[src/rtl/oc_trip_pkg.sv]
// Package: shared helpers for the over-current trip filter.
// Assumes clock frequencies that are whole multiples of 1 kHz.
package oc_trip_pkg;

    // Number of clock cycles in a period given in nanoseconds.
    function automatic int cycles_for_ns(input int clk_hz, input int period_ns);
        return ((clk_hz / 1000) * period_ns) / 1_000_000;
    endfunction

    // Power phase that selects the sample rate.
    typedef enum logic {
        PH_START = 1'b0,
        PH_RUN   = 1'b1
    } phase_e;

endpackage

[src/rtl/oc_sample_timer.sv]
// Module: oc_sample_timer
// Produces a one-cycle sample strobe at one of two periods.
// Assumes: both periods are at least 2 cycles. When restart is high the
// counter goes back to zero and no strobe is issued in that cycle.
module oc_sample_timer #(
    parameter int FAST_DIV = 25,
    parameter int SLOW_DIV = 100
) (
    input  logic clk,
    input  logic rst_n,
    input  logic restart,
    input  logic slow_sel,
    output logic strobe
);
    localparam int MAX_DIV = (FAST_DIV > SLOW_DIV) ? FAST_DIV : SLOW_DIV;
    localparam int TW = $clog2(MAX_DIV);
    localparam logic [TW-1:0] FAST_LAST = TW'(FAST_DIV - 1);
    localparam logic [TW-1:0] SLOW_LAST = TW'(SLOW_DIV - 1);

    logic [TW-1:0] tick_q;
    logic [TW-1:0] last_val;

    // Selects the terminal count for the current phase.
    always_comb last_val = slow_sel ? SLOW_LAST : FAST_LAST;

    // Advances the divider, wrapping at the terminal count.
    always_ff @(posedge clk) begin
        if (!rst_n || restart) begin
            tick_q <= '0;
        end else if (tick_q >= last_val) begin
            tick_q <= '0;
        end else begin
            tick_q <= tick_q + 1'b1;
        end
    end

    // Raises the strobe in the last cycle of each period.
    always_comb strobe = !restart && (tick_q == last_val);
endmodule

[src/rtl/oc_run_counter.sv]
// Module: oc_run_counter
// Counts consecutive sampled hits and flags the sample that completes a run.
// Assumes: clear has priority. A sampled miss empties the run.
module oc_run_counter #(
    parameter int HITS = 8
) (
    input  logic                      clk,
    input  logic                      rst_n,
    input  logic                      clear,
    input  logic                      strobe,
    input  logic                      hit,
    output logic                      run_full,
    output logic [$clog2(HITS+1)-1:0] run_cnt
);
    localparam int CW = $clog2(HITS + 1);
    localparam logic [CW-1:0] LAST_HIT = CW'(HITS - 1);

    // Updates the run length on each sample.
    always_ff @(posedge clk) begin
        if (!rst_n || clear) begin
            run_cnt <= '0;
        end else if (strobe) begin
            if (!hit || run_cnt == LAST_HIT) begin
                run_cnt <= '0;
            end else begin
                run_cnt <= run_cnt + 1'b1;
            end
        end
    end

    // Reports the hit that completes a full run.
    always_comb run_full = strobe && hit && (run_cnt == LAST_HIT);
endmodule

[src/rtl/oc_trip_latch.sv]
// Module: oc_trip_latch
// Holds the trip state until it is cleared. Clear wins over set.
module oc_trip_latch (
    input  logic clk,
    input  logic rst_n,
    input  logic set_trip,
    input  logic clr_trip,
    output logic tripped
);
    // Sets on a completed run and clears on re-arm.
    always_ff @(posedge clk) begin
        if (!rst_n || clr_trip) begin
            tripped <= 1'b0;
        end else if (set_trip) begin
            tripped <= 1'b1;
        end
    end
endmodule

[src/rtl/oc_trip_filter.sv]
// Module: oc_trip_filter (top)
// Filters an over-current comparator flag with a sample rate chosen by the
// power phase and latches a gate-drive shutdown after a run of hits.
// Assumes: the flag and gates_on_i are already synchronous to clk.
module oc_trip_filter
    import oc_trip_pkg::*;
#(
    parameter int CLK_HZ     = 50_000_000,
    parameter int FAST_NS    = 500,
    parameter int SLOW_NS    = 2000,
    parameter int HIT_COUNT  = 8
) (
    input  logic clk,
    input  logic rst_n,
    input  logic oc_flag_i,
    input  logic gates_on_i,
    input  logic rearm_i,
    output logic gate_en_o,
    output logic tripped_o
);
    localparam int FAST_DIV = cycles_for_ns(CLK_HZ, FAST_NS);
    localparam int SLOW_DIV = cycles_for_ns(CLK_HZ, SLOW_NS);
    localparam int CW = $clog2(HIT_COUNT + 1);

    phase_e          phase_q;
    phase_e          phase_now;
    logic            mode_chg;
    logic            restart;
    logic            smp_stb;
    logic            run_full;
    logic [CW-1:0]   run_cnt;

    // Decodes the requested phase from the gate status.
    always_comb phase_now = gates_on_i ? PH_RUN : PH_START;

    // Stores the phase seen last cycle to detect a change.
    always_ff @(posedge clk) begin
        if (!rst_n) begin
            phase_q <= PH_START;
        end else begin
            phase_q <= phase_now;
        end
    end

    // A phase change or re-arm restarts sampling from zero.
    always_comb begin
        mode_chg = (phase_now != phase_q);
        restart  = mode_chg || rearm_i;
    end

    oc_sample_timer #(
        .FAST_DIV (FAST_DIV),
        .SLOW_DIV (SLOW_DIV)
    ) timer_i (
        .clk      (clk),
        .rst_n    (rst_n),
        .restart  (restart),
        .slow_sel (phase_now == PH_RUN),
        .strobe   (smp_stb)
    );

    oc_run_counter #(
        .HITS     (HIT_COUNT)
    ) runs_i (
        .clk      (clk),
        .rst_n    (rst_n),
        .clear    (restart || tripped_o),
        .strobe   (smp_stb),
        .hit      (oc_flag_i),
        .run_full (run_full),
        .run_cnt  (run_cnt)
    );

    oc_trip_latch latch_i (
        .clk      (clk),
        .rst_n    (rst_n),
        .set_trip (run_full),
        .clr_trip (rearm_i),
        .tripped  (tripped_o)
    );

    // Gate drive is enabled only while no trip is latched.
    always_comb gate_en_o = !tripped_o;
endmodule

[config.mk]
export PLATFORM = sky130hd
export DESIGN_NAME = oc_trip_filter
export DESIGN_NICKNAME = d
export VERILOG_FILES = /design/src/rtl/oc_trip_pkg.sv /design/src/rtl/oc_sample_timer.sv /design/src/rtl/oc_run_counter.sv /design/src/rtl/oc_trip_latch.sv /design/src/rtl/oc_trip_filter.sv
export SDC_FILE = /design/constraint.sdc
export NUM_CORES = 1
export LEC_CHECK = 0
export ABC_AREA = 1
export ABC_CLOCK_PERIOD_IN_PS = 1280
export BUFFER_PORTS_ARGS = -buffer_cell sky130_fd_sc_hd__buf_4
export CAP_MARGIN = 30
export CORE_AREA = 2 2 50 52
export DETAILED_ROUTE_END_ITERATION = 7
export DIE_AREA = 0 0 52 54
export PLACE_DENSITY_LB_ADDON = 0.25
export SLEW_MARGIN = 20
export SYNTH_ARGS = -nofsm -noshare
export SYNTH_HDL_FRONTEND = slang
export SYNTH_SLANG_ARGS = --single-unit
[constraint.sdc]
create_clock -name clk -period 1.28 [get_ports clk]
set_input_delay 0.128 -clock clk [delete_from_list [all_inputs] [get_ports clk]]
set_output_delay 0.128 -clock clk [all_outputs]
set_load 0.03 [all_outputs]
=== Word-level counts from Yosys, hierarchy flattened ===
Index checks and enable logic that the tools add are counted.

* Register bits: 13
* Input port bits: 5
* Output and inout port bits: 2
* Logic and storage cells: 27

* Add/subtract/negate cells: 2
* Order comparisons: 1
* Eq/ne operators: 3
* Muxes and demuxes: 3
* Reduce and logical (&&, ||, !) cells: 14

{| class="wikitable"
|+ Operators with widths
! operator !! number
|-
| 7-bit by 1-bit adder with 7-bit output, second input constant || 1
|-
| 7-bit == test || 1
|-
| 7-bit >= comparator || 1
|-
| 7-bit two-way mux || 1
|-
| 1-bit logical OR || 6
|-
| 4-bit by 1-bit adder with 4-bit output, second input constant || 1
|-
| 4-bit by 3-bit == test with 1-bit output, second input constant || 1
|-
| 1-bit logical NOT || 4
|-
| 4-bit two-way mux || 1
|-
| 1-bit logical AND || 3
|-
| 2-bit OR reduction || 1
|-
| 1-bit two-way mux || 1
|-
| 1-bit != test || 1
|}

=== Longest topological paths before layout ===
* Depth in word-level cells: 7
* Mapped depth: 9
* Mapped depth without buffers: 9

=== Cells and area by module ===
Synthesis repeated with hierarchy kept, for this count alone.

* Cell total of the unflattened synthesis: 113
* Area total of the unflattened synthesis: 794.5 um^2

{| class="wikitable"
|+ By module, submodules not included
! module !! instances !! cells an instance !! area an instance (um^2) !! seq. area each (um^2)
|-
| oc_sample_timer || 1 || 63 || 471.7 || 140.1
|-
| oc_run_counter || 1 || 34 || 217.7 || 80.1
|-
| oc_trip_filter || 1 || 11 || 70.1 || 20.0
|-
| oc_trip_latch || 1 || 5 || 35.0 || 20.0
|}

=== Least setup slack after synthesis ===
Ideal clock, no wire load.

* Path kind: reg-to-reg
* Start: reg timer_i.tick_q[0]
* End: reg runs_i.run_cnt[3]
* Arrival time: 1117 ps
* Path slack: 44 ps
* Cell stages (with the launch flop): 10
* Period minus slack after synthesis: 1236 ps
* Cell sequence: dfxtp_1 > inv_1 > ha_1 > nand2_1 > inv_1 > nand2_1 > nor2_1 > nand2_1 > nand2_1 > a21oi_1

* Longest elaborated chain between the ends: 2

{| class="wikitable"
|+ Ends and longest elaborated chain
! what !! RTL line !! RTL
|-
| start, declared || oc_sample_timer.sv:20 || <nowiki>logic [TW-1:0] tick_q;</nowiki>
|-
| start signal, assigned || oc_sample_timer.sv:33 || <nowiki>tick_q <= tick_q + 1'b1;</nowiki>
|-
| 7-bit == test || oc_sample_timer.sv:38 || <nowiki>always_comb strobe = !restart && (tick_q == last_val);</nowiki>
|-
| 1-bit logical AND || oc_sample_timer.sv:38 ||
|-
| end signal, assigned || oc_run_counter.sv:26 || <nowiki>run_cnt <= run_cnt + 1'b1;</nowiki>
|-
| end, declared || oc_run_counter.sv:13 || <nowiki>output logic [$clog2(HITS+1)-1:0] run_cnt</nowiki>
|}

No other way between the ends.
A chain may end at the register's enable or synchronous reset.

=== Worst setup path in the final report ===
* Start: reg timer_i.tick_q[1]
* End: reg runs_i.run_cnt[2]

The elaborated chain is that of the path after synthesis.

==> impl_metrics.yaml <==
worst_setup_path:
  rrSetupSlack_ns: -0.02
  worst_path_largest_cell_delay_ns: 0.34
  worstSetupStartpointType: "flop"
  cp_common_cell: "nand2_2"
  path_max_fanout: 4
  cpLargestDelayFamily: "simple AND/OR/NAND/NOR gates"
  cp-end-kind: "flop"
  cp.required_ns: 1.45
  slowest_stage: "dfxtp_2"
  cp.arrival_ns: 1.47
  cp_num_buf_inv: 1
  critPathKind: "reg -> reg"
  crit_chain: "ha_4 -> inv_2 -> nor2_4 -> nand2_2 -> nor2_2 -> nand2_2 -> nand2_2 -> a21oi_2"
cts:
  clock_latency_ns: 0.28
  clock-root-buffer: "clkbuf_4"
  clockBufferDepth: 2
  cts_buffers: 3
  clkTransAtPathRegs_ns: 0.08
  cts_hold_buf: 0
  clkSinkCount: 13
  cts_tree: "done"
  htreeDepth: 1
final_layout:
  layout-drive-gt1-share_pct: 39.52
  final_nets: 138
  final_cells: 154
  multiInputGateArea_um2: 573.1
  nFillCells: 232
  diodes: 0
  area_delta_synth_final_pct: 37.86
  final_cell_area_um2: 1066
  seqCellArea_um2: 265.3
placement:
  placedCellCount: 148
  routabilityCongestion: 0.7647
  post_dp_cell_area_um2: 900.9
  numPortBuffers: 6
  pre_cts_ws_ns: -0.1087
  dp_hpwl_um: 1133
logic_synthesis:
  yosysMostFrequentCell: "nand2_1"
  netlist_top_cells_area: "dfxtp_1 34%, ha_1 13%, nand2_1 11%"
  synthesis.area_um2: 773.2
  syn_avg_cell_area_um2: 7.295
  netlist.area_leader.share_pct: 33.66
  synthTopCellsByCount: "22 x nand2_1, 19 x nor2_1, 14 x inv_1"
  synthesis.nets: 119
  ys_ff_latch: 13
  synth-edff-count: 0
  async_flop_share_pct: 0
  yosysWarnings: 0
  synth_seq_area_share_pct: 33.66
  synth_top_area_cell: "dfxtp_1"
  yosysUniqueCellTypes: 18
  postSynthCellCount: 106
  synth_ff_type: "dfxtp_1"
die:
  die-area_um2: 2808
  floorplan.rows: 18
  die_w_um: 52
  die_h_um: 54
  io-pin-count: 7
  coreArea_um2: 2320
  start_util_pct: 33.33
power:
  peakVddDrop_mv: 0.3381
  powerDensity_nw_per_um2: 726.6
  leakagePower_uw: 0.0004108
timing:
  setup_violations: 4
  finalSetupTns_ns: -0.05558
  drv_slew: 0
  worst_slew_pin_slew_ns: 0.2754
  finalHoldViolations: 0
  timing.hold.ws_ns: 0.04216
  setup_ws_ns: -0.01688
  fin_crit_sh_pct: 101.3
  min_period_ns: 1.297
  rsz0062_at_grt: "true"
  fmax_ghz: 0.7711
  fin_worst_skew_ns: 0.003036
  maxSlewHeadroom_pct: 81.61
grt:
  antenna_found_initial: 0
  grt_pass1_wl_um: 2642
  grt_start_max_net_pins: 8
  grt_pass1_vias: 642
  grt_usage_pct: 13.51
  grt_overflow: 0
drt:
  postRouteAntennaNets: 0
  drt_iter0_drc: 8
  via_per_inst: 4.656
  wl_per_cell_um: 10.73
  drt-total-wl_um: 1652
  firstDrtPassIters: 2
  drc: 0
  vias: 717
flow_run:
  drv_cap: 0
run_status:
  violations: "setup timing"
  status: "complete, but fails checks"
min_path:
  hp-class: "in -> reg"
cells in the final DEF (no fill, tap or decap), drive strengths merged:
cell type / n
nand2: 22
nor3: 1
buf: 14
clkbuf: 4
nand4: 3
a21oi: 6
xnor2: 3
o21ai: 2
inv: 15
a21o: 1
dfxtp: 13
xor2: 3
ha: 8
nor2: 22
nand3: 7
kinds of logic (layout without fill, tap and decap cells):
group / after synthesis / after routing / share of synthesized area (%)
fa+ha+maj: 8 / 8 / 12.95
compound gates: 9 / 9 / 6.634
xor+xnor: 6 / 6 / 6.797
buf+inv: 15 / 33 / 7.281
flops: 13 / 13 / 33.66
simple gates: 55 / 55 / 32.69
cell type report:
cell class                 instances  area share (%)
clock buffer                       4           2.465
inverter                          15           5.516
multi-input combinational         78           53.76
sequential                        13           24.88
tap                               30           3.521
timing repair buffer              14           9.859
tightest hold or removal path: cells and delay by family:
family                 cells  cell delay, ns
AND/OR/NAND/NOR            1            0.04
buffers and inverters      2            0.12
timing repair:
action                                  CTS  global route
gates cloned                              0             0
pin swaps                                 8             7
buffers inserted                          0             2
endpoints found under the setup margin   11            12
resized for setup                        19            11
path summary, 6_finish.rpt:
check               startpoint                end  depth (start not counted)
max          timer_i.tick_q[1]  runs_i.run_cnt[2]                          8
min                      rst_n            phase_q                          3
max reg2reg  timer_i.tick_q[1]  runs_i.run_cnt[2]                          8
min reg2reg    latch_i.tripped    latch_i.tripped                          2
metal layers:
metal / vias to the layer above / wire length, um / GRT usage (%)
met4: 0 / 53 / 10.53
met2: 7 / 833 / 23.84
li1: 373 / - / -
met5: - / 0 / 0
met1: 333 / 746 / 14.17
met3: 4 / 17 / 2.500
registers in the layout, summed over array words and instances, names as in the netlist:
register / count
latch_i.tripped: 1
phase_q: 1
runs_i.run_cnt: 4
timer_i.tick_q: 7
report_power, final:
group          switching (uW)  internal, uW
Combinational            61.3          43.4
Sequential               1.96           408
Clock                     139           121
per-stage QoR:
| stage | utilization (%) | total power [uW] |
|---|---|---|
| 4_1_cts | 43.80 | 774.4 |
| 6_report | 45.95 | 774.6 |
| 2_1_floorplan | - | 464.9 |
| 3_3_place_gp | 38.83 | 492.4 |
| 5_1_grt | 45.95 | 821.5 |
| 3_5_place_dp | 38.83 | 493.7 |
Power figures use the tool's default switching activity.
